## config.mk

```make
export PLATFORM = sky130hd
export DESIGN_NAME = rq_retire_queue
export DESIGN_NICKNAME = d
export VERILOG_FILES = /design/src/rtl/rq_pkg.sv /design/src/rtl/rq_alloc.sv /design/src/rtl/rq_slot_table.sv /design/src/rtl/rq_retire_scan.sv /design/src/rtl/rq_retire_queue.sv
export SDC_FILE = /design/constraint.sdc
export NUM_CORES = 1
export LEC_CHECK = 0
export BUFFER_PORTS_ARGS = -buffer_cell sky130_fd_sc_hd__buf_2
export CAP_MARGIN = 20
export CORE_MARGIN = 4
export CORE_UTILIZATION = 66
export DETAILED_ROUTE_END_ITERATION = 12
export GPL_ROUTABILITY_DRIVEN = 0
export PLACE_DENSITY = 0.84
export SLEW_MARGIN = 20
export SYNTH_ARGS = -nofsm -noshare
export SYNTH_HDL_FRONTEND = slang
export SYNTH_SLANG_ARGS = --single-unit
```

## constraint.sdc

```tcl
create_clock -name clk -period 11 [get_ports clk]
set_input_delay 1.65 -clock clk [delete_from_list [all_inputs] [get_ports clk]]
set_output_delay 1.65 -clock clk [all_outputs]
set_load 0.05 [all_outputs]
```

## src/rtl/rq_pkg.sv

```systemverilog
package rq_pkg;

  // Slot quantity: limited to the depth, at least one
  function automatic int rq_qty(input int uops, input int depth);
    int q;
    q = (uops > depth) ? depth : uops;
    if (q < 1) q = 1;
    return q;
  endfunction

  // Circular index advance
  function automatic int rq_wrap(input int idx, input int step, input int depth);
    return (idx + step) % depth;
  endfunction

endpackage

```

## src/rtl/rq_alloc.sv

```systemverilog
module rq_alloc #(
  parameter int DEPTH = 16,
  parameter int UOP_W = 6,
  parameter int CNT_W = 5
) (
  input  logic             req,
  input  logic [UOP_W-1:0] uops,
  input  logic [CNT_W-1:0] free_cnt,
  output logic [CNT_W-1:0] qty,
  output logic             accept,
  output logic             stall
);
  import rq_pkg::*;

  logic fits;

  always_comb begin
    qty    = CNT_W'(rq_qty(int'(uops), DEPTH));
    fits   = (free_cnt >= qty);
    accept = req && fits;
    stall  = req && !fits;
  end

endmodule

```

## src/rtl/rq_slot_table.sv

```systemverilog
module rq_slot_table #(
  parameter int DEPTH = 16,
  parameter int IDX_W = 4,
  parameter int CNT_W = 5
) (
  input  logic                        clk,
  input  logic                        rst_n,
  input  logic                        alloc_en,
  input  logic [IDX_W-1:0]            alloc_idx,
  input  logic [CNT_W-1:0]            alloc_len,
  input  logic                        mark_en,
  input  logic [IDX_W-1:0]            mark_idx,
  input  logic [DEPTH-1:0]            clr_mask,
  output logic [DEPTH-1:0]            occ,
  output logic [DEPTH-1:0]            exe,
  output logic [DEPTH-1:0][CNT_W-1:0] len,
  output logic                        mark_err
);

  logic mark_ok;

  always_comb begin
    mark_err = mark_en && (!occ[mark_idx] || exe[mark_idx]);
    mark_ok  = mark_en && !mark_err;
  end

  for (genvar s = 0; s < DEPTH; s++) begin : g_slot
    logic hit_alloc, hit_mark;
    assign hit_alloc = alloc_en && (int'(alloc_idx) == s);
    assign hit_mark  = mark_ok && (int'(mark_idx) == s);

    always_ff @(posedge clk) begin
      if (!rst_n) begin
        occ[s] <= 1'b0;
        exe[s] <= 1'b0;
        len[s] <= '0;
      end else begin
        if (clr_mask[s]) begin
          occ[s] <= 1'b0;
          exe[s] <= 1'b0;
        end
        if (hit_mark) exe[s] <= 1'b1;
        if (hit_alloc) begin
          occ[s] <= 1'b1;
          exe[s] <= 1'b0;
          len[s] <= alloc_len;
        end
      end
    end
  end

  AST_MARK_SETS: assert property (@(posedge clk) disable iff (!rst_n)
    (mark_en && !mark_err) |=> exe[$past(mark_idx)]);

  AST_ERR_NO_EFFECT: assert property (@(posedge clk) disable iff (!rst_n)
    (mark_err && !alloc_en && (clr_mask == '0)) |=> (exe == $past(exe)));

endmodule

```

## src/rtl/rq_retire_scan.sv

```systemverilog
module rq_retire_scan #(
  parameter int DEPTH   = 16,
  parameter int RET_MAX = 2,
  parameter int IDX_W   = 4,
  parameter int CNT_W   = 5
) (
  input  logic                        clk,
  input  logic                        rst_n,
  input  logic [IDX_W-1:0]            head,
  input  logic [CNT_W-1:0]            used,
  input  logic [DEPTH-1:0]            occ,
  input  logic [DEPTH-1:0]            exe,
  input  logic [DEPTH-1:0][CNT_W-1:0] len,
  output logic [CNT_W-1:0]            ret_num,
  output logic [CNT_W-1:0]            ret_slots,
  output logic [DEPTH-1:0]            clr_mask,
  output logic [IDX_W-1:0]            new_head
);
  import rq_pkg::*;

  localparam int LIM = (RET_MAX == 0 || RET_MAX > DEPTH) ? DEPTH : RET_MAX;

  always_comb begin
    int  ptr, acc, n;
    logic go;
    ptr      = int'(head);
    acc      = 0;
    n        = 0;
    go       = 1'b1;
    clr_mask = '0;
    for (int k = 0; k < DEPTH; k++) begin
      if (go && acc < int'(used) && n < LIM && occ[ptr] && exe[ptr]) begin
        clr_mask[ptr] = 1'b1;
        acc = acc + int'(len[ptr]);
        n   = n + 1;
        ptr = rq_wrap(ptr, int'(len[ptr]), DEPTH);
      end else begin
        go = 1'b0;
      end
    end
    ret_num   = CNT_W'(n);
    ret_slots = CNT_W'(acc);
    new_head  = IDX_W'(ptr);
  end

  AST_RETIRE_NEEDS_EXEC: assert property (@(posedge clk) disable iff (!rst_n)
    (ret_num != '0) |-> (occ[head] && exe[head]));

  AST_RETIRE_LIMIT: assert property (@(posedge clk) disable iff (!rst_n)
    int'(ret_num) <= LIM);

  AST_EMPTY_NO_RETIRE: assert property (@(posedge clk) disable iff (!rst_n)
    (used == '0) |-> (ret_num == '0));

endmodule

```

## src/rtl/rq_retire_queue.sv

```systemverilog
module rq_retire_queue #(
  parameter int DEPTH   = 16,
  parameter int UOP_W   = 6,
  parameter int RET_MAX = 2,
  parameter int IDX_W   = (DEPTH > 1) ? $clog2(DEPTH) : 1,
  parameter int CNT_W   = $clog2(DEPTH + 1)
) (
  input  logic             clk,
  input  logic             rst_n,
  input  logic             rsv_valid,
  input  logic [UOP_W-1:0] rsv_uops,
  output logic             rsv_accept,
  output logic             rsv_stall,
  output logic [IDX_W-1:0] rsv_token,
  input  logic             done_valid,
  input  logic [IDX_W-1:0] done_token,
  output logic             done_err,
  output logic [CNT_W-1:0] free_slots,
  output logic [CNT_W-1:0] ret_num,
  output logic [IDX_W-1:0] ret_token
);
  import rq_pkg::*;

  logic [IDX_W-1:0]            head_q, tail_q, head_n;
  logic [CNT_W-1:0]            free_q, qty, ret_slots, used;
  logic [DEPTH-1:0]            occ, exe, clr_mask;
  logic [DEPTH-1:0][CNT_W-1:0] len;

  assign used = CNT_W'(DEPTH) - free_q;

  rq_alloc #(.DEPTH(DEPTH), .UOP_W(UOP_W), .CNT_W(CNT_W)) u_alloc (
    .req(rsv_valid), .uops(rsv_uops), .free_cnt(free_q),
    .qty(qty), .accept(rsv_accept), .stall(rsv_stall)
  );

  rq_slot_table #(.DEPTH(DEPTH), .IDX_W(IDX_W), .CNT_W(CNT_W)) u_table (
    .clk(clk), .rst_n(rst_n),
    .alloc_en(rsv_accept), .alloc_idx(tail_q), .alloc_len(qty),
    .mark_en(done_valid), .mark_idx(done_token),
    .clr_mask(clr_mask),
    .occ(occ), .exe(exe), .len(len), .mark_err(done_err)
  );

  rq_retire_scan #(.DEPTH(DEPTH), .RET_MAX(RET_MAX), .IDX_W(IDX_W), .CNT_W(CNT_W)) u_scan (
    .clk(clk), .rst_n(rst_n),
    .head(head_q), .used(used), .occ(occ), .exe(exe), .len(len),
    .ret_num(ret_num), .ret_slots(ret_slots), .clr_mask(clr_mask), .new_head(head_n)
  );

  always_ff @(posedge clk) begin
    if (!rst_n) begin
      head_q <= '0;
      tail_q <= '0;
      free_q <= CNT_W'(DEPTH);
    end else begin
      head_q <= head_n;
      if (rsv_accept)
        tail_q <= IDX_W'(rq_wrap(int'(tail_q), int'(qty), DEPTH));
      free_q <= free_q - (rsv_accept ? qty : '0) + ret_slots;
    end
  end

  assign rsv_token  = tail_q;
  assign free_slots = free_q;
  assign ret_token  = head_q;

  AST_FREE_BOUND: assert property (@(posedge clk) disable iff (!rst_n)
    int'(free_slots) <= DEPTH);

  AST_TAIL_ADVANCE: assert property (@(posedge clk) disable iff (!rst_n)
    rsv_accept |=> int'(rsv_token) == rq_wrap(int'($past(rsv_token)), int'($past(qty)), DEPTH));

  AST_STALL_HOLDS_TAIL: assert property (@(posedge clk) disable iff (!rst_n)
    rsv_stall |=> $stable(rsv_token));

  AST_HEAD_MOVES_ON_RETIRE: assert property (@(posedge clk) disable iff (!rst_n)
    (ret_num == '0) |=> $stable(ret_token));

endmodule

```

After elaboration in Yosys (flattened, before gate mapping)
Cells that the tools add are included.

word-level totals
  logic and storage cells = 719
  output and inout port bits = 21
  bits in registers = 125
  bits of input ports = 14

cells by class
  eq/ne operators = 30
  bitwise gates (word level) = 31
  add/sub/neg operators = 50
  $lt $le $gt $ge = 67
  mux-type cells = 307
  reduce and logical (&&, ||, !) cells = 183

operators by type and width
  cell                                                                 count
  two-way mux 32 bit                                                   43
  adder 32 x 6 -> 32 bit                                               28
  greater-or-equal comparator 32 x 1 -> 1 bit (second input constant)  15
  < comparator 32 x 6 -> 1 bit                                         15
  < comparator 32 x 6 -> 1 bit (second input constant)                 15
  < comparator 32 x 3 -> 1 bit (second input constant)                 14
  adder 32 x 2 -> 32 bit (second input constant)                       13
  binary-select mux 5 bit (select 4 bit)                               16
  two-way mux 16 bit                                                   16
  OR 16 bit                                                            15
  two-way mux 5 bit                                                    36
  two-way mux 1 bit                                                    144
  binary-select mux 1 bit (select 4 bit)                               34
  logical AND 1 bit                                                    114
  demux 1 bit (select 4 bit)                                           16
  == test 4 bit (second input constant)                                16
  nonzero test 2 bit                                                   32
  OR reduction 4 bit                                                   15
  == test 4 x 3 -> 1 bit (second input constant)                       8
  OR reduction 2 bit                                                   16
  == test 4 x 2 -> 1 bit (second input constant)                       4
  bitwise AND 1 bit                                                    14
  adder 4 bit                                                          3
  adder 5 bit                                                          2
  19 further kinds                                                     24

Longest topological paths before layout
Gate-level depths: netlist (run 1).

  depth in word-level cells = 112
  depth in mapped cells = 38
  gate-level depth less buffers = 32

Hierarchy
A second synthesis (run 1) with hierarchy kept.

unflattened totals
  cell total of the unflattened synthesis = 1,021
  area, all modules = 9,078.7 µm²

by module, submodules not included
  module           area each (µm²)  sequential area each (µm²)  cells each  times used
  rq_slot_table    4,599.4          2,242.2                     435         1
  rq_retire_scan   3,420.8          0.0                         469         1
  rq_retire_queue  873.3            260.2                       88          1
  rq_alloc         185.2            0.0                         29          1

Least setup slack after synthesis (run 1)
Ideal clock, no wire load.

  path type = reg-to-output
  from = register head_q[0], in the netlist ret_token[0]
  to = output port ret_num[0]
  required time = 9,350 ps
  path slack = 3,430 ps
  data arrival time = 5,920 ps
  path buffers = 8
  cell stages (with the launch flop) = 22
  cells stage by stage = dfxtp_1 -> buf_4 -> buf_2 -> buf_1 -> mux4_2 -> mux4_2 -> ha_1 -> a21o_1 -> a21oi_1 -> xnor2_1 -> nand2_1 -> xor2_1 -> nand2_1 -> o211ai_1 -> clkbuf_1 -> nor2_4 -> inv_1 -> clkbuf_1 -> clkbuf_1 -> clkbuf_1 -> ha_1 -> clkbuf_1

between the ends
  longest elaborated chain between the ends = 95
  elaborated cells on any way between the ends = 335
  classes of those cells = 44 x add/sub; 30 x order compare; 199 x mux; 62 x reduce/logical

ends and longest elaborated chain
  what                                                             RTL line               text
  start, declared                                                  rq_retire_queue.sv:24  logic [IDX_W-1:0] head_q, tail_q, head_n;
  start signal, assigned                                           rq_retire_queue.sv:56  head_q <= head_n;
  branches (longest 94 deep; another with adder 32 x 6 -> 32 bit)  n/a
  two-way mux 5 bit *                                              rq_retire_scan.sv:32   if (go && acc < int'(used) && n < LIM && occ[ptr] && exe[ptr]) begin
  end, declared                                                    rq_retire_queue.sv:19  output logic [CNT_W-1:0] ret_num,

Mark *: on every way between the ends. The select of a mux whose other input is x is not followed.

Final worst setup path (run 1)
  from = register head_q[1], in the netlist ret_token[1]
  to = output port ret_num[0]

Same word-level chain as after synthesis.

==> results.rst, run 1 <==
.. list-table::
   :header-rows: 1

   * - Metric
     - Value
   * - Run status
     - finished clean
   * - Post-route insts no fill
     - 1208
   * - Library cell with the largest summed area after synthesis
     - sky130_fd_sc_hd__dfxtp_1
   * - Total of max-cap violations
     - 0
   * - Source of the worst hold timing path
     - u_table.occ[4]
   * - Share of synthesized area occupied by flip-flops and latches
     - 29.1%
   * - Clock-pin transition on the worst setup and hold timing paths
     - 0.06 ns
   * - Worst rel slew slack
     - 20.4%
   * - Hold-fix buffer count after cts
     - 0
   * - Area share of xor/xnor cells in the synthesized design
     - 2.34%
   * - Largest vdd supply drop
     - 101 µV
   * - Number of buffers inserted during clock tree synthesis
     - 17
   * - Worst path setup slack after routing
     - 3.00 ns
   * - FILL cells
     - 952
   * - Remaining global-route overflow
     - 0
   * - Highest-count cells in the layout ignoring fill and taps
     - sky130_fd_sc_hd__nand2_1 (150), sky130_fd_sc_hd__dfxtp_1 (123), sky130_fd_sc_hd__inv_1 (82)
   * - Half-perimeter wire length after detailed placement
     - 16.5 mm
   * - N_diodes
     - 0
   * - Number of clock sinks
     - 125
   * - Unrepaired setup endpoints after global routing
     - no
   * - Worst-case clock skew
     - 0.00983 ns
   * - Number of max-slew violations in the final report
     - 0
   * - Adder and majority cell fraction of the synthesized area
     - 6.23%
   * - Placeable core area
     - 12700 µm²
   * - Iteration-0 DRC Markers
     - 942
   * - Worst R2R Start
     - ret_token[1]
   * - FF-to-FF End
     - free_slots[4]
   * - Die Area
     - 14900 µm²
   * - Setup TNS
     - 0 ns
   * - Startpoint types
     - flop
   * - Share of the synthesized area in compound gates (AO/OA/AOI/OAI)
     - 18.3%
   * - Mux contribution to synthesized area
     - 13.3%
   * - FF+latch area
     - 2500 µm²
   * - Buffers inserted during post-CTS setup optimization
     - 0
   * - Largest net degree at the start of global routing
     - 126
   * - Buffers on Ports
     - 31
   * - CTS resizes
     - 0
   * - Summed area of non-filler cells in the final layout
     - 9290 µm²
   * - Cells on worst reg2reg path
     - 22
   * - Routed wire length per instance
     - 20.1 µm
   * - CTS tree
     - built
   * - Data required time at the worst endpoint
     - 9.35 ns
   * - Crit Path Max Fanout
     - 37
   * - Total DRC errors in the routed layout
     - 0
   * - First-pass GRT wire length
     - 38.5 mm
   * - Drt via density
     - 6.39
   * - Simple logic cell fraction of the synthesized area
     - 22.2%
   * - Die Span X
     - 122 µm
   * - Root Buffer Master
     - sky130_fd_sc_hd__clkbuf_16
   * - Die Y
     - 122 µm
   * - Routed Wire Length
     - 24.3 mm
   * - Biggest area contributors in the synthesized netlist
     - sky130_fd_sc_hd__dfxtp_1 (29%), sky130_fd_sc_hd__mux4_2 (7.3%), sky130_fd_sc_hd__nand2_1 (6.5%)
   * - Mean instance size in the synthesized netlist
     - 8.15 µm²
   * - Warning count from the yosys run
     - 0
   * - Netlist area before placement
     - 8600 µm²
   * - Final setup violation count
     - 0
   * - Hold-critical path endpoint
     - u_table.occ[4]
   * - Number of flops mapped to enable cells by yosys
     - 0
   * - Clk_lat worst skew
     - 0.44 ns
   * - Placed Area
     - 8640 µm²
   * - Flip-flop and latch count after synthesis
     - 125
   * - Area overhead of the layout relative to synthesis
     - 8.05%
   * - Combinational family with the most area after synthesis
     - simple AND/OR/NAND/NOR gates
   * - Placed Instances
     - 1175
   * - Worst hold path depth
     - 2
   * - Post-layout net count
     - 1076
   * - Commonest register cell after synthesis
     - sky130_fd_sc_hd__dfxtp_1
   * - Post-route clock period utilization
     - 72.8%
   * - Worst hold margin
     - 0.522 ns
   * - Post-placement worst setup slack
     - 3.57 ns
   * - WS Path Type
     - reg -> out
   * - Number of H-tree branching levels
     - 4
   * - Endpoints failing hold
     - 0
   * - Fraction of layout cells with a size suffix above 1
     - 11.3%
   * - Number of routed nets with antenna violations
     - 0
   * - Synth Instances
     - 1055
   * - Starting density of the core
     - 67.9%
   * - Overall Global Routing Usage
     - 33.7%
   * - Via count
     - 7724
   * - Total power density per cell area
     - 147 nW/µm²
   * - Number of antenna violations at the first check in global routing
     - 0
   * - Achievable clock frequency
     - 0.125 GHz
   * - Class of the tightest hold or removal check
     - reg -> reg
   * - Via count of the first global-routing pass
     - 7178
   * - Most common cell after layout, fill and taps aside
     - sky130_fd_sc_hd__nand2_1
   * - Arr. time, crit path
     - 6.35 ns
   * - I/O pin count
     - 35
   * - Number of placement rows
     - 41
   * - Static leakage
     - 3.54 nW
   * - Worst-Margin Slew
     - 1.19 ns
   * - Clock tree buffer depth
     - 2
   * - Fin crit period
     - 8.00 ns
   * - Internal reg-to-reg setup slack
     - 3.33 ns
   * - Initial DRT Pass Iterations
     - 6
   * - Area share of the leading cell type in the synthesized netlist
     - 29.1%
   * - Count of distinct cell types in the synthesized netlist
     - 62
   * - Ys async rst share
     - 0%
   * - Area of the multi-input gates
     - 5380 µm²
   * - Critical Path Sink Type
     - primary output
==> cells in the mapped netlist (10+ instances only) <==
library cell,n
sky130_fd_sc_hd__o211a_1,14
sky130_fd_sc_hd__mux4_2,28
sky130_fd_sc_hd__clkbuf_1,68
sky130_fd_sc_hd__a22oi_1,17
sky130_fd_sc_hd__inv_1,82
sky130_fd_sc_hd__nor3b_1,22
sky130_fd_sc_hd__mux2i_1,48
sky130_fd_sc_hd__a311oi_1,14
sky130_fd_sc_hd__ha_1,30
sky130_fd_sc_hd__and2_1,65
sky130_fd_sc_hd__o211ai_1,27
sky130_fd_sc_hd__a21oi_1,34
sky130_fd_sc_hd__nor3_1,19
sky130_fd_sc_hd__o21ai_0,63
sky130_fd_sc_hd__nor2_1,43
sky130_fd_sc_hd__dfxtp_1,125
sky130_fd_sc_hd__a31oi_1,12
sky130_fd_sc_hd__nor2b_1,37
sky130_fd_sc_hd__xnor2_1,14
sky130_fd_sc_hd__a21o_1,10
sky130_fd_sc_hd__nand2_1,150
==> power by group <==
group          internal (mW)  switching [mW]
Clock                  0.386           0.220
Sequential             0.466          0.0219
Combinational          0.103           0.172
==> critical path: stages, from the launching register on <==
cell and delay (ns):
sky130_fd_sc_hd__dfxtp_2 0.94, sky130_fd_sc_hd__mux4_2 0.60, sky130_fd_sc_hd__mux4_2 0.52, sky130_fd_sc_hd__ha_1 0.24
sky130_fd_sc_hd__fa_1 0.58, sky130_fd_sc_hd__mux2i_2 0.09, sky130_fd_sc_hd__buf_4 0.28, sky130_fd_sc_hd__inv_1 0.68
sky130_fd_sc_hd__a2111oi_0 0.28, sky130_fd_sc_hd__nor4_2 0.65, sky130_fd_sc_hd__nor2_4 0.11, sky130_fd_sc_hd__inv_1 0.36
sky130_fd_sc_hd__ha_1 0.32, sky130_fd_sc_hd__buf_2 0.21
==> worst max path at each step <==
stage / end / startpoint / cells past startpoint
after floorplan: ret_num[0] / ret_token[0] / 21
after global placement: ret_num[0] / ret_token[1] / 13
after detailed placement: free_slots[4] / ret_token[1] / 22
after CTS: ret_num[0] / ret_token[1] / 13
after global routing: ret_num[0] / ret_token[0] / 14
final: ret_num[0] / ret_token[1] / 13
==> sequential cells by signal, indices dropped and copies added (netlist names) <==
signal       flops
u_table.len     80
u_table.exe     16
u_table.occ     16
free_slots       5
ret_token        4
rsv_token        4
==> through the flow <==
stage	utilization, %	power (mW)
final	73.3	1.37
after floorplan	-	0.702
after CTS	73.2	1.37
after global routing	73.3	1.42
after global placement	68.2	0.754
after detailed placement	68.2	0.763
==> cell families (layout without fill, tap and decap cells) <==
logic type / after synthesis / after routing
AND/OR/NAND/NOR: 379 / 379
multiplexers: 78 / 78
AO/OA/AOI/OAI: 233 / 233
XOR/XNOR: 23 / 23
flip-flops: 125 / 125
adder cells (fa/ha/maj): 38 / 38
buffers and inverters: 178 / 157
other: 1 / 3
==> per-layer routing <==
metal / up-vias / track usage [%] / share of wire, %
met1: 3623 / 45.5 / 41
li1: 3585 / - / -
met4: 0 / 15.0 / 3.9
met2: 448 / 52.0 / 46
met3: 68 / 7.57 / 9.5
met5: - / 0 / 0
==> area by class of cell <==
class | instances | area share, %
Timing Repair Buffer | 42 | 2.60
Inverter | 84 | 3.45
Clock inverter | 12 | 1.99
Sequential cell | 125 | 27.0
Tap cell | 172 | 2.32
Clock buffer | 19 | 4.77
Multi-Input combinational cell | 754 | 57.9
No activity file was read; power rests on OpenSTA's default activity.
==> inputs of run 2 (changes only) <==
--- a/config.mk
+++ b/config.mk
@@ -8,10 +8,10 @@
 export BUFFER_PORTS_ARGS = -buffer_cell sky130_fd_sc_hd__buf_2
 export CAP_MARGIN = 20
 export CORE_MARGIN = 4
-export CORE_UTILIZATION = 66
+export CORE_UTILIZATION = 63
 export DETAILED_ROUTE_END_ITERATION = 12
 export GPL_ROUTABILITY_DRIVEN = 0
-export PLACE_DENSITY = 0.84
+export PLACE_DENSITY = 0.81
 export SLEW_MARGIN = 20
 export SYNTH_ARGS = -nofsm -noshare
 export SYNTH_HDL_FRONTEND = slang
==> constraint.sdc (replaced) <==
create_clock -name clk -period 7.8 [get_ports clk]
set_input_delay 1.17 -clock clk [delete_from_list [all_inputs] [get_ports clk]]
set_output_delay 1.17 -clock clk [all_outputs]
set_load 0.05 [all_outputs]
==> results.rst, run 2 (synthesis results as in run 1) <==
.. list-table::
   :header-rows: 1

   * - Metric
     - Value
   * - Number of placement rows
     - 42 (was 41)
   * - Number of flip-flops under the largest register name
     - 80 (unchanged)
   * - Die Span X
     - 125 µm (was 122 µm)
   * - Number of H-tree branching levels
     - 4 (unchanged)
   * - Placeable core area
     - 13300 µm² (was 12700 µm²)
   * - Crit Path Max Fanout
     - 33 (was 37)
   * - Post-route clock period utilization
     - 91.9%
   * - Clock tree buffer depth
     - 2 (unchanged)
   * - Worst-case clock skew
     - 0.0120 ns (was 0.00983 ns)
   * - Remaining global-route overflow
     - 0 (unchanged)
   * - Clock-pin transition on the worst setup and hold timing paths
     - 0.07 ns (was 0.06 ns)
   * - Overall Global Routing Usage
     - 32.6% (was 33.7%)
   * - Worst rel slew slack
     - 26.2% (was 20.4%)
   * - Fraction of layout cells with a size suffix above 1
     - 12.1% (was 11.3%)
   * - Total of max-cap violations
     - 0 (unchanged)
   * - Via count of the first global-routing pass
     - 7567 (was 7178)
   * - FILL cells
     - 1022 (was 952)
   * - Via count
     - 7895 (was 7724)
   * - Buffers inserted during post-CTS setup optimization
     - 0 (unchanged)
   * - Most common cell after layout, fill and taps aside
     - sky130_fd_sc_hd__nand2_1 (unchanged)
   * - Total power density per cell area
     - 202 nW/µm² (was 147 nW/µm²)
   * - WS Path Type
     - reg -> reg (was reg -> out)
   * - Endpoints failing hold
     - 0 (unchanged)
   * - Iteration-0 DRC Markers
     - 1082 (was 942)
   * - Number of routed nets with antenna violations
     - 0 (unchanged)
   * - Die Y
     - 125 µm (was 122 µm)
   * - Routed Wire Length
     - 25.2 mm (was 24.3 mm)
   * - Critical Path Sink Type
     - flop (was primary output)
   * - Static leakage
     - 3.57 nW (was 3.54 nW)
   * - Register with the highest flop count
     - u_table.len (unchanged)
   * - Number of buffers inserted during clock tree synthesis
     - 17 (unchanged)
   * - Number of max-slew violations in the final report
     - 0 (unchanged)
   * - Leading registers by flop count
     - u_table.len (80), u_table.exe (16), u_table.occ (16) (unchanged)
   * - Class of the tightest hold or removal check
     - reg -> reg (unchanged)
   * - First-pass GRT wire length
     - 40.6 mm (was 38.5 mm)
   * - Number of antenna violations at the first check in global routing
     - 0 (unchanged)
   * - Achievable clock frequency
     - 0.140 GHz
   * - Fin crit period
     - 7.17 ns
   * - Data required time at the worst endpoint
     - 8.08 ns (was 9.35 ns)
   * - Total DRC errors in the routed layout
     - 0 (unchanged)
   * - Unrepaired setup endpoints after global routing
     - no (unchanged)
   * - Initial DRT Pass Iterations
     - 6 (unchanged)
   * - Worst-Margin Slew
     - 1.10 ns (was 1.19 ns)
   * - Buffers on Ports
     - 31 (unchanged)
   * - Die Area
     - 15600 µm² (was 14900 µm²)
   * - Run status
     - finished clean (unchanged)
   * - Hold-fix buffer count after cts
     - 0 (unchanged)
   * - Largest net degree at the start of global routing
     - 126 (unchanged)
   * - Post-layout net count
     - 1086 (was 1076)
   * - Highest-count cells in the layout ignoring fill and taps
     - sky130_fd_sc_hd__nand2_1 (150), sky130_fd_sc_hd__dfxtp_1 (123), sky130_fd_sc_hd__inv_1 (82) (unchanged)
   * - Worst path setup slack after routing
     - 0.633 ns (was 3.00 ns)
   * - Worst hold margin
     - 0.531 ns (was 0.522 ns)
   * - I/O pin count
     - 35 (unchanged)
   * - Starting density of the core
     - 64.7% (was 67.9%)
   * - PnR Total Power
     - 1.89 mW (was 1.37 mW)
   * - Startpoint types
     - flop (unchanged)
   * - Final setup violation count
     - 0 (unchanged)
   * - Post-placement worst setup slack
     - 0.770 ns (was 3.57 ns)
   * - Arr. time, crit path
     - 7.45 ns (was 6.35 ns)
   * - Largest vdd supply drop
     - 154 µV (was 101 µV)
   * - Area overhead of the layout relative to synthesis
     - 8.74% (was 8.05%)
   * - Clk_lat worst skew
     - 0.44 ns (about the same)
   * - Half-perimeter wire length after detailed placement
     - 17.3 mm (was 16.5 mm)
   * - N_diodes
     - 0 (unchanged)
   * - Root Buffer Master
     - sky130_fd_sc_hd__clkbuf_16 (unchanged)
   * - CTS resizes
     - 0 (unchanged)
   * - Number of clock sinks
     - 125 (unchanged)
   * - Routed wire length per instance
     - 20.6 µm (was 20.1 µm)
   * - CTS tree
     - built (unchanged)
   * - Drt via density
     - 6.46 (was 6.39)
   * - Setup TNS
     - 0 ns (unchanged)
==> run 2: final cells by class <==
cell class	instances	area, µm²	share of cell area [%]
Clock inverter	12	164	1.75
Multi-Input combinational cell	754	5380	57.5
Tap cell	176	220	2.35
Sequential cell	125	2500	26.8
Timing Repair Buffer	52	320	3.43
Inverter	84	320	3.43
Clock buffer	19	443	4.74
==> run 2: power breakdown <==
group,leakage [nW],internal (mW),switching [mW]
combinational,2.27,0.146,0.231
sequential,1.01,0.657,0.0319
clock,0.288,0.512,0.315
total,3.57,1.31,0.577
==> run 2: path summary, 6_finish.rpt <==
| path | start | to | slack, ns | cells past startpoint |
|---|---|---|---|---|
| max reg2reg | ret_token[0] | free_slots[4] | 0.63 | 24 |
| min | u_table.occ[0] | u_table.occ[0] | 0.53 | 2 |
| max | ret_token[0] | free_slots[4] | 0.63 | 24 |
| min reg2reg | u_table.occ[0] | u_table.occ[0] | 0.53 | 2 |
==> run 2: worst max-delay path: stages (launching register included) <==
cell and delay, ns:
sky130_fd_sc_hd__dfxtp_2 0.92, sky130_fd_sc_hd__mux4_2 0.62, sky130_fd_sc_hd__mux4_2 0.51, sky130_fd_sc_hd__ha_1 0.24, sky130_fd_sc_hd__fa_1 0.63, sky130_fd_sc_hd__mux2i_2 0.12
sky130_fd_sc_hd__buf_4 0.27, sky130_fd_sc_hd__and3_1 0.18, sky130_fd_sc_hd__a311oi_1 0.27, sky130_fd_sc_hd__a31oi_1 0.10, sky130_fd_sc_hd__mux2i_1 0.46, sky130_fd_sc_hd__inv_1 0.14
sky130_fd_sc_hd__fa_1 0.45, sky130_fd_sc_hd__xor2_1 0.15, sky130_fd_sc_hd__o21ai_0 0.14, sky130_fd_sc_hd__inv_1 0.07, sky130_fd_sc_hd__fa_1 0.48, sky130_fd_sc_hd__inv_1 0.04
sky130_fd_sc_hd__ha_1 0.33, sky130_fd_sc_hd__a21o_1 0.17, sky130_fd_sc_hd__a21oi_1 0.17, sky130_fd_sc_hd__xnor2_1 0.16, sky130_fd_sc_hd__xnor2_1 0.16, sky130_fd_sc_hd__xnor2_1 0.13
sky130_fd_sc_hd__nand2_1 0.06
==> run 2: metrics by stage <==
stage               utilization [%]  cells  instance area (µm²)
floorplan                         -   1057                 8610
global placement               65.5   1188                 8710
detailed placement             65.5   1188                 8710
CTS                            70.1   1219                 9320
global route                   70.3   1222                 9350
finish                         70.3   1222                 9350
==> run 2: routing by layer <==
layer / share of wire, % / global-route usage [%] / vias up / wire [µm]
met5: 0 / 0 / - / 0
met4: 4.6 / 16.6 / 0 / 1170
met3: 9.9 / 7.29 / 102 / 2490
met2: 45 / 48.5 / 475 / 11200
met1: 41 / 44.5 / 3714 / 10300
li1: - / - / 3604 / -
==> inputs of run 3 (changes only) <==
--- a/config.mk
+++ b/config.mk
@@ -8,10 +8,10 @@
 export BUFFER_PORTS_ARGS = -buffer_cell sky130_fd_sc_hd__buf_2
 export CAP_MARGIN = 20
 export CORE_MARGIN = 4
-export CORE_UTILIZATION = 63
+export CORE_UTILIZATION = 57
 export DETAILED_ROUTE_END_ITERATION = 12
 export GPL_ROUTABILITY_DRIVEN = 0
-export PLACE_DENSITY = 0.81
+export PLACE_DENSITY = 0.77
 export SLEW_MARGIN = 20
 export SYNTH_ARGS = -nofsm -noshare
 export SYNTH_HDL_FRONTEND = slang
==> constraint.sdc (replaced) <==
create_clock -name clk -period 5.9 [get_ports clk]
set_input_delay 0.885 -clock clk [delete_from_list [all_inputs] [get_ports clk]]
set_output_delay 0.885 -clock clk [all_outputs]
set_load 0.05 [all_outputs]
==> results.rst, run 3 (synthesis results as in run 1) <==
.. list-table::
   :header-rows: 1

   * - Metric
     - Value
   * - Clk_lat worst skew
     - 0.43 ns (was 0.44 ns)
   * - Drt via density
     - 6.34 (was 6.46)
   * - Slowest CP cell
     - sky130_fd_sc_hd__fa_1 (was sky130_fd_sc_hd__dfxtp_2)
   * - I/O pin count
     - 35 (unchanged)
   * - Largest vdd supply drop
     - 213 µV (was 154 µV)
   * - Critical Path Sink Type
     - flop (unchanged)
   * - Library cell appearing most often on the critical path
     - sky130_fd_sc_hd__xnor2_1
   * - Number of antenna violations at the first check in global routing
     - 0 (unchanged)
   * - Number of clock sinks
     - 125 (unchanged)
   * - Placed Instances
     - 1228 (was 1188)
   * - PnR Total Power
     - 2.65 mW (was 1.89 mW)
   * - Fraction of layout cells with a size suffix above 1
     - 19.7% (was 12.1%)
   * - Total DRC errors in the routed layout
     - 0 (unchanged)
   * - Reg power frac
     - 34.6% (was 36.4%)
   * - Fin crit period
     - 5.95 ns (was 7.17 ns)
   * - Final setup violation count
     - 1 (was 0)
   * - Switching pwr
     - 801 µW (was 577 µW)
   * - Cell-internal power
     - 1.85 mW (was 1.31 mW)
   * - Worst-Margin Slew
     - 1.13 ns (was 1.10 ns)
   * - Half-perimeter wire length after detailed placement
     - 18.7 mm (was 17.3 mm)
   * - Placed Area
     - 9080 µm² (was 8710 µm²)
   * - CTS tree
     - built (unchanged)
   * - Via count of the first global-routing pass
     - 7330 (was 7567)
   * - Worst-case clock skew
     - 0.00901 ns (was 0.0120 ns)
   * - N_diodes
     - 0 (unchanged)
   * - Worst R2R Start
     - free_slots[1] (was ret_token[0])
   * - Area overhead of the layout relative to synthesis
     - 17.7% (was 8.74%)
   * - Data required time at the worst endpoint
     - 6.18 ns (was 8.08 ns)
   * - Die Span X
     - 131 µm (was 125 µm)
   * - Hold-fix buffer count after cts
     - 0 (unchanged)
   * - Post-placement worst setup slack
     - 0.0298 ns (was 0.770 ns)
   * - Number of H-tree branching levels
     - 4 (unchanged)
   * - Largest net degree at the start of global routing
     - 65 (was 126)
   * - Number of placement rows
     - 44 (was 42)
   * - Root Buffer Master
     - sky130_fd_sc_hd__clkbuf_16 (unchanged)
   * - Iteration-0 DRC Markers
     - 1240 (was 1082)
   * - Achievable clock frequency
     - 0.168 GHz (was 0.140 GHz)
   * - Startpoint types
     - flop (unchanged)
   * - Combinational fraction of design power
     - 21.2% (was 19.9%)
   * - Clock tree buffer depth
     - 2 (unchanged)
   * - Relative contribution of the clock network to total power
     - 44.2% (was 43.7%)
   * - Unrepaired setup endpoints after global routing
     - yes (was no)
   * - Die Area
     - 17100 µm² (was 15600 µm²)
   * - Number of routed nets with antenna violations
     - 0 (unchanged)
   * - Kind of cell adding the most delay to the critical path
     - adder cells (unchanged)
   * - Failing checks
     - negative setup slack
   * - Number of buffers inserted during clock tree synthesis
     - 17 (unchanged)
   * - Class of the tightest hold or removal check
     - reg -> reg (unchanged)
   * - FILL cells
     - 1144 (was 1022)
   * - Placeable core area
     - 14600 µm² (was 13300 µm²)
   * - Clock-pin transition on the worst setup and hold timing paths
     - 0.06 ns (was 0.07 ns)
   * - Routed Wire Length
     - 26.7 mm (was 25.2 mm)
   * - Static leakage
     - 3.90 nW (was 3.57 nW)
   * - Slowest stage delay, CP
     - 0.57 ns (was 0.92 ns)
   * - Post-layout net count
     - 1135 (was 1086)
   * - First-pass GRT wire length
     - 40.6 mm (about the same)
   * - Total power density per cell area
     - 262 nW/µm² (was 202 nW/µm²)
   * - Worst rel slew slack
     - 24.1% (was 26.2%)
   * - Crit Path Max Fanout
     - 8 (was 33)
   * - Source of the worst hold timing path
     - u_table.occ[4] (was u_table.occ[0])
   * - FF+latch area
     - 2520 µm² (was 2500 µm²)
   * - Area of the multi-input gates
     - 5620 µm² (was 5380 µm²)
   * - Register with the highest flop count
     - u_table.len (unchanged)
   * - Die Y
     - 131 µm (was 125 µm)
   * - Buffering stage count on the worst path with inverters included
     - 6 (was 4)
   * - Number of max-slew violations in the final report
     - 0 (unchanged)
   * - Leading registers by flop count
     - u_table.len (80), u_table.exe (16), u_table.occ (16) (unchanged)
   * - Total of max-cap violations
     - 0 (unchanged)
   * - Starting density of the core
     - 58.7% (was 64.7%)
   * - Initial DRT Pass Iterations
     - 6 (unchanged)
   * - Most common cell after layout, fill and taps aside
     - sky130_fd_sc_hd__nand2_1 (unchanged)
   * - Run status
     - complete, but fails checks (was finished clean)
   * - Switching part of the total power
     - 30.2% (was 30.5%)
   * - Remaining global-route overflow
     - 0 (unchanged)
   * - Summed area of non-filler cells in the final layout
     - 10100 µm² (was 9350 µm²)
   * - Endpoints failing hold
     - 0 (unchanged)
   * - WS Path Type
     - reg -> reg (unchanged)
   * - Number of flip-flops under the largest register name
     - 80 (unchanged)
   * - Overall Global Routing Usage
     - 31.3% (was 32.6%)
   * - Post-route clock period utilization
     - 101% (was 91.9%)
   * - Post-route insts no fill
     - 1280 (was 1222)
   * - Startpoint of the most critical setup path
     - free_slots[1] (was ret_token[0])
   * - Arr. time, crit path
     - 6.24 ns (was 7.45 ns)
   * - Via count
     - 8112 (was 7895)
   * - Worst path setup slack after routing
     - -0.0534 ns (was 0.633 ns)
   * - Worst hold margin
     - 0.513 ns (was 0.531 ns)
   * - Highest-count cells in the layout ignoring fill and taps
     - sky130_fd_sc_hd__nand2_1 (149), sky130_fd_sc_hd__dfxtp_1 (119), sky130_fd_sc_hd__inv_1 (79) (was sky130_fd_sc_hd__nand2_1 (150), sky130_fd_sc_hd__dfxtp_1 (123), sky130_fd_sc_hd__inv_1 (82))
   * - Routed wire length per instance
     - 20.9 µm (was 20.6 µm)
   * - Buffers on Ports
     - 31 (unchanged)
[run 3: cell count changes in the layout (fill, tap and decap cells not counted), sizes merged]
cell,previous run,this run
buf,52,99
bufinv,3,4
inv,86,87
clkinvlp,3,2
clkbuf,19,23
clkinv,4,2
[run 3: metal layers]
layer | GRT usage [%] | up-vias | wire length [µm]
li1 | - | 3709 | -
met1 | 42.9 | 3820 | 10900
met2 | 47.3 | 474 | 11800
met3 | 8.13 | 109 | 2760
met4 | 12.8 | 0 | 1220
met5 | 0 | - | 0
[run 3: worst paths after layout]
check	endpoint	slack [ns]	cells past startpoint
setup / recovery	free_slots[4]	-0.05	28
hold / removal	u_table.occ[4]	0.51	2
setup reg to reg	free_slots[4]	-0.05	28
hold reg to reg	u_table.occ[4]	0.51	2
[run 3: power by group through the flow]
stage          Clock, mW  Combinational (mW)  Sequential [mW]
2_1_floorplan          0               0.367            0.957
3_5_place_dp           0               0.515            0.930
5_1_grt             1.22               0.608            0.919
4_1_cts             1.17               0.519            0.912
3_3_place_gp           0               0.502            0.929
6_report            1.17               0.563            0.916
[run 3: final cells by class]
type / instances / share of cell area [%]
clock buffers: 21 / 4.75
clock inverters: 11 / 1.77
inverters: 84 / 3.19
multi-input cells: 754 / 55.5
flip-flops and latches: 125 / 24.9
well taps: 184 / 2.28
repair buffers: 101 / 7.63
[run 3: worst reg2reg max path, delay by kind of cell, from the launching register on]
| kind | cells | cell delay, ns |
|---|---|---|
| adder cells (fa/ha/maj) | 5 | 1.65 |
| AO/OA/AOI/OAI | 9 | 1.58 |
| buffers and inverters | 6 | 0.64 |
| XOR/XNOR | 4 | 0.59 |
| multiplexers | 2 | 0.52 |
| flip-flops | 1 | 0.46 |
| AND/OR/NAND/NOR | 2 | 0.36 |
[run 3: per-stage QoR]
step / util [%] / TNS [ns]
3_3_place_gp: 62.0 / 0
4_1_cts: 66.6 / 0
5_1_grt: 69.1 / -0.317
2_1_floorplan: - / -0.170
3_5_place_dp: 62.0 / 0
6_report: 69.1 / -0.0534
[run 3: what timing repair did]
item / 4_1_cts / 5_1_grt
gates cloned: 0 / 1
pin swaps: 0 / 19
endpoints found under the setup margin: 1 / 3
hold endpoints to repair: 0 / 0
setup buffers: 0 / 19
resized for setup: 2 / 36
